--- src/rtl/dbwin_pkg.sv ---
package dbwin_pkg;
  typedef enum logic [1:0] {ST_IDLE, ST_LOOK, ST_SEND} st_e;
  typedef enum logic [1:0] {CL_DB, CL_WIN, CL_DBERR, CL_WINERR} cls_e;
endpackage

--- src/rtl/dbwin_decode.sv ---
module dbwin_decode
  import dbwin_pkg::*;
#(
  parameter int OFS_W  = 32,
  parameter int ADDR_W = 64,
  parameter int NUM_DB = 32,
  parameter int IDX_W  = $clog2(NUM_DB),
  parameter int CNT_W  = $clog2(NUM_DB + 1),
  parameter int SH_W   = $clog2(OFS_W)
) (
  input  logic [OFS_W-1:0]  ofs,
  input  logic              db_en,
  input  logic [CNT_W-1:0]  db_count,
  input  logic [SH_W-1:0]   db_shift,
  input  logic              mw_en,
  input  logic [OFS_W-1:0]  mw_ofs,
  input  logic [ADDR_W-1:0] mw_base,
  input  logic [OFS_W-1:0]  mw_size,
  output cls_e              cls,
  output logic [IDX_W-1:0]  idx,
  output logic [ADDR_W-1:0] win_addr
);
  localparam logic [OFS_W-1:0] DEPTH_LIM = OFS_W'(NUM_DB);

  logic [OFS_W-1:0] slot;
  logic [OFS_W-1:0] rel;
  logic             in_db;
  logic             slot_ok;
  logic             win_ok;

  always_comb begin
    in_db    = ofs < mw_ofs;
    slot     = ofs >> db_shift;
    rel      = ofs - mw_ofs;
    slot_ok  = db_en && (slot < OFS_W'(db_count)) && (slot < DEPTH_LIM);
    win_ok   = mw_en && (rel < mw_size);
    idx      = slot[IDX_W-1:0];
    win_addr = mw_base + ADDR_W'(rel);
    if (in_db) cls = slot_ok ? CL_DB  : CL_DBERR;
    else       cls = win_ok  ? CL_WIN : CL_WINERR;
  end
endmodule

--- src/rtl/dbwin_tbl.sv ---
module dbwin_tbl #(
  parameter int W     = 96,
  parameter int DEPTH = 32,
  parameter int AW    = $clog2(DEPTH)
) (
  input  logic          clk,
  input  logic          we,
  input  logic [AW-1:0] waddr,
  input  logic [W-1:0]  wdata,
  input  logic          re,
  input  logic [AW-1:0] raddr,
  output logic [W-1:0]  rdata
);
  logic [W-1:0] mem [DEPTH];

  always_ff @(posedge clk) begin
    if (we) mem[waddr] <= wdata;
  end

  always_ff @(posedge clk) begin
    if (re) rdata <= mem[raddr];
  end
endmodule

--- src/rtl/dbwin_xlate.sv ---
module dbwin_xlate
  import dbwin_pkg::*;
#(
  parameter int OFS_W  = 32,
  parameter int DATA_W = 32,
  parameter int ADDR_W = 64,
  parameter int NUM_DB = 32,
  parameter int IDX_W  = $clog2(NUM_DB),
  parameter int CNT_W  = $clog2(NUM_DB + 1),
  parameter int SH_W   = $clog2(OFS_W)
) (
  input  logic              clk,
  input  logic              rst,
  input  logic              req_valid,
  output logic              req_ready,
  input  logic [OFS_W-1:0]  req_ofs,
  input  logic [DATA_W-1:0] req_data,
  input  logic              cfg_db_en,
  input  logic [CNT_W-1:0]  cfg_db_count,
  input  logic [SH_W-1:0]   cfg_db_shift,
  input  logic              cfg_mw_en,
  input  logic [OFS_W-1:0]  cfg_mw_ofs,
  input  logic [ADDR_W-1:0] cfg_mw_base,
  input  logic [OFS_W-1:0]  cfg_mw_size,
  input  logic              tbl_we,
  input  logic [IDX_W-1:0]  tbl_idx,
  input  logic [ADDR_W-1:0] tbl_addr,
  input  logic [DATA_W-1:0] tbl_data,
  output logic              out_valid,
  input  logic              out_ready,
  output logic [ADDR_W-1:0] out_addr,
  output logic [DATA_W-1:0] out_data,
  output logic              out_kind,
  output logic              err_db,
  output logic              err_mw
);
  localparam int ENT_W = ADDR_W + DATA_W;

  st_e               st;
  cls_e              dec_cls;
  logic [IDX_W-1:0]  dec_idx;
  logic [ADDR_W-1:0] dec_waddr;
  logic [ENT_W-1:0]  ent_rd;
  logic              accept;

  assign req_ready = (st == ST_IDLE);
  assign accept    = req_valid && (st == ST_IDLE);

  dbwin_decode #(
    .OFS_W(OFS_W), .ADDR_W(ADDR_W), .NUM_DB(NUM_DB),
    .IDX_W(IDX_W), .CNT_W(CNT_W), .SH_W(SH_W)
  ) dec_i (
    .ofs      (req_ofs),
    .db_en    (cfg_db_en),
    .db_count (cfg_db_count),
    .db_shift (cfg_db_shift),
    .mw_en    (cfg_mw_en),
    .mw_ofs   (cfg_mw_ofs),
    .mw_base  (cfg_mw_base),
    .mw_size  (cfg_mw_size),
    .cls      (dec_cls),
    .idx      (dec_idx),
    .win_addr (dec_waddr)
  );

  dbwin_tbl #(.W(ENT_W), .DEPTH(NUM_DB), .AW(IDX_W)) tbl_i (
    .clk   (clk),
    .we    (tbl_we),
    .waddr (tbl_idx),
    .wdata ({tbl_addr, tbl_data}),
    .re    (accept),
    .raddr (dec_idx),
    .rdata (ent_rd)
  );

  always_ff @(posedge clk) begin
    if (rst) begin
      st        <= ST_IDLE;
      out_valid <= 1'b0;
      out_addr  <= '0;
      out_data  <= '0;
      out_kind  <= 1'b0;
      err_db    <= 1'b0;
      err_mw    <= 1'b0;
    end else begin
      case (st)
        ST_IDLE: begin
          if (req_valid) begin
            case (dec_cls)
              CL_DB:    st <= ST_LOOK;
              CL_WIN: begin
                out_valid <= 1'b1;
                out_kind  <= 1'b0;
                out_addr  <= dec_waddr;
                out_data  <= req_data;
                st        <= ST_SEND;
              end
              CL_DBERR:  err_db <= 1'b1;
              default:   err_mw <= 1'b1;
            endcase
          end
        end
        ST_LOOK: begin
          out_valid <= 1'b1;
          out_kind  <= 1'b1;
          out_addr  <= ent_rd[ENT_W-1:DATA_W];
          out_data  <= ent_rd[DATA_W-1:0];
          st        <= ST_SEND;
        end
        default: begin
          if (out_ready) begin
            out_valid <= 1'b0;
            st        <= ST_IDLE;
          end
        end
      endcase
    end
  end
endmodule

--- config.mk ---
export PLATFORM = sky130hd
export DESIGN_NAME = dbwin_xlate
export DESIGN_NICKNAME = d
export VERILOG_FILES = /design/src/rtl/dbwin_pkg.sv /design/src/rtl/dbwin_decode.sv /design/src/rtl/dbwin_tbl.sv /design/src/rtl/dbwin_xlate.sv
export SDC_FILE = /design/constraint.sdc
export NUM_CORES = 2
export LEC_CHECK = 0
export BUFFER_PORTS_ARGS = -buffer_cell sky130_fd_sc_hd__buf_4
export CORE_MARGIN = 4
export CORE_UTILIZATION = 56
export CTS_CLUSTER_SIZE = 28
export DETAILED_ROUTE_END_ITERATION = 6
export HOLD_SLACK_MARGIN = 0.03
export PLACE_DENSITY = 0.76
export RECOVER_POWER = 50
export SLEW_MARGIN = 5
export SYNTH_ARGS = -nofsm -noshare
export SYNTH_HDL_FRONTEND = slang
export SYNTH_SLANG_ARGS = --single-unit
--- constraint.sdc ---
create_clock -name clk -period 5.5 [get_ports clk]
set_input_delay 0.55 -clock clk [delete_from_list [all_inputs] [get_ports clk]]
set_output_delay 0.55 -clock clk [all_outputs]
set_load 0.02 [all_outputs]
==> reports/metrics.cfg <==
[power_and_ir_drop]
p_per_area_nw_per_um2 = 384
clkPwrFrac = 0.381
p_leak_uw = 0.0504
p_sw_frac = 0.243
p_comb_frac = 0.132
ir_drop_uv = 270
p_total_uw = 57900
p_sw_uw = 14100
internal_power_uw = 43800
power_frac_seq = 0.488

[finish]
syn2layout_area_growth_pct = 16.3
final_cells = 11242
multi_input_area_um2 = 30500
drive_gt1_frac = 0.221
final_util = 0.656
regArea_um2 = 97200
fillers = 14630
nets = 8345

[logic_synthesis]
ys_ff_latch = 3270
ys_top_cells_by_count = edfxtp_1, nand2_1, mux4_2
async_flop_share = 0
syn_area_per_cell_um2 = 18.5
post-synth-top-count-cell = edfxtp_1
synth.cell_area_um2 = 130000
synth_edf_count = 3168
seq_area_frac_synth = 0.749
synthCells = 7030
yosysTopAreaCell = edfxtp_1
yosysWarnings = 0
synth_top_area_frac = 0.733
yosysUniqueCellTypes = 84
ys_top_cells_by_area = edfxtp_1, mux4_2, mux2i_1, nand2_1, a22oi_1
syn_nets = 7443
synth_ff_type = edfxtp_1

[global_route]
track_usage = 0.321
grt_max_degree = 97
grt_pass1_wl_um = 547000
gr-total-overflow = 0
grt_antenna_before_repair = 50
first_global_vias = 76131

[setup_path]
arrival_ns = 6.03
crit_family = compound AO/OA/AOI/OAI gates
r2r-end = out_addr[23]$_SDFFE_PP0P_
crit_slowest_cell = or4b_2
crit_end = out_data[7]$_SDFFE_PP0P_
worstSetupEndpointType = flop
path_buf_inv = 6
worstSetupPathType = in2reg
crit_top_cell = buf_4
crit_path_max_fanout = 45
slowest_delay_ns = 0.61
rr_startpoint = st[0]$_SDFFE_PP0P_
ff2ff_path_depth = 5
crit_cells = 26
rrSetupSlack_ns = 2.82
crit_required_ns = 6.34
cp-startpoint = cfg_mw_ofs[6]
cp-start-kind = primary input

[drt]
num_vias = 76757
wirelength_um = 386000
antenna_left = 0
via_per_inst = 6.83
wl_per_cell_um = 34.3
drc = 1
firstDrtPassIters = 7
drt_first_iter_violations = 12222

[floorplan]
die_area_um2 = 239000
start_util = 0.564
core_um2 = 230000
die_w_um = 489
ios = 412
fp.dieH_um = 489
core.rowCount = 176

[sta]
skew_ns = 0.0667
worstMarginPinSlew_ns = 3.22
layout_min_cycle_time_ns = 5.19
slew_headroom = -1.15
finalSetupViolCount = 0
hold_violations = 0
fin_crit_sh = 0.944
finalSetupTns_ns = 0
slew_viol_final = 332
rsz0062_at_grt = no
max_freq_mhz = 193

[run]
drv_cap = 12

[cts]
clk_pin_slew_worst_paths_ns = 0.06
post_cts.repair.setup_buffers = 0
clock_latency_ns = 0.98
clock_path_buffers = 4
cts_tree = done
cts_buffers = 336
root_buffer = clkbuf_16
clock_sinks = 3270
htree_levels = 5

[placed_design]
hpwlAfterDp_um = 216000
portBuffers = 411
gp_congestion = 0.924
placed_cells = 10466

[run_status]
status = finished, violations left
violations = design-rule violations, max-capacitance violations, max-slew violations

[min_path]
hold_path_class = in2reg

## power by group through the flow
| stage | registers (µW) | logic [µW] | clock network [µW] |
|---|---|---|---|
| floorplan | 28600 | 4310 | 0 |
| global placement | 28700 | 7270 | 0 |
| detailed placement | 28700 | 7380 | 0 |
| CTS | 28200 | 7590 | 22100 |
| global route | 28200 | 8070 | 23300 |
| finish | 28200 | 7630 | 22000 |
## registers in the layout, summed over array words and instances, names as in the netlist, 2 cells and up
register     count
st               2
tbl_i.rdata     96
tbl_i.mem     3072
out_addr        64
out_data        32
## layout by cell type, fill, tap and decap left out, types with 115 or more instances in the layout
master         instances
clkbuf_16            345
dlygate4sd3_1        154
edfxtp_1            3168
nor2_1               153
a31oi_1              120
mux2i_1              240
nand4_1              115
nand2_1              621
buf_4                622
mux4_2               577
clkbuf_1             179
a22oi_1              292
## final cells by class
class,instances,area share
antenna,35,0.000580
clock inverter,161,0.0100
timing repair buffer,974,0.0561
inverter,105,0.00269
clock buffer,426,0.0596
sequential,3270,0.644
tap,3026,0.0251
multi-input combinational,3245,0.202
## per-layer routing
layer	global-route usage	share of wire	up-vias
met4	0.146	0.052	16
met1	0.431	0.35	39079
met3	0.0797	0.13	1002
met5	0	0.00025	-
met2	0.502	0.47	6078
li1	-	-	30582
## how the worst min path moves through the flow
stage	cells after the start	endpoint	start	slack [ns]
floorplan	2	out_addr[37]$_SDFFE_PP0P_	tbl_i.rdata[69]$_DFFE_PP_	0.45
global placement	2	out_addr[29]$_SDFFE_PP0P_	out_addr[29]$_SDFFE_PP0P_	0.45
detailed placement	2	out_addr[29]$_SDFFE_PP0P_	out_addr[29]$_SDFFE_PP0P_	0.46
CTS	1	tbl_i.mem[2][60]$_DFFE_PP_	tbl_addr[28]	0.03
global route	5	out_addr[54]$_SDFFE_PP0P_	cfg_mw_base[54]	0.13
finish	5	out_addr[54]$_SDFFE_PP0P_	cfg_mw_base[54]	0.12
## repair_timing
action	CTS	global route
hold buffers	154	0
gates resized for setup	0	2
hold endpoints to repair	3094	0
setup endpoints to repair	0	60
## cells by family (layout without fill, tap and decap cells)
group,count (synthesis),after routing,synth area share
flops,3270,3270,0.749
simple gates,1221,1221,0.0430
compound gates,1013,1013,0.0548
mux,833,833,0.120
buf+inv,515,1666,0.0179
fa+ha+maj,102,102,0.00995
xor+xnor,76,76,0.00513
other cells,0,35,0
## worst reg2reg max path, stage by stage, from the launching register on
cell,delay (ns)
dfxtp_1,0.51
nor2b_4,0.60
buf_4,0.70
nand2b_1,0.43
o2111ai_1,0.19
a21oi_1,0.09
## per-stage QoR
step / area, µm² / hold WS [ns] / setup WS (ns)
2_1_floorplan: 130000 / 0.446 / -0.261
3_3_place_gp: 139000 / 0.446 / -0.547
3_5_place_dp: 139000 / 0.456 / -0.562
4_1_cts: 151000 / 0.0301 / 0.391
5_1_grt: 151000 / 0.132 / 0.0122
6_report: 151000 / 0.117 / 0.310
No activity file was read; power rests on OpenSTA's default activity.
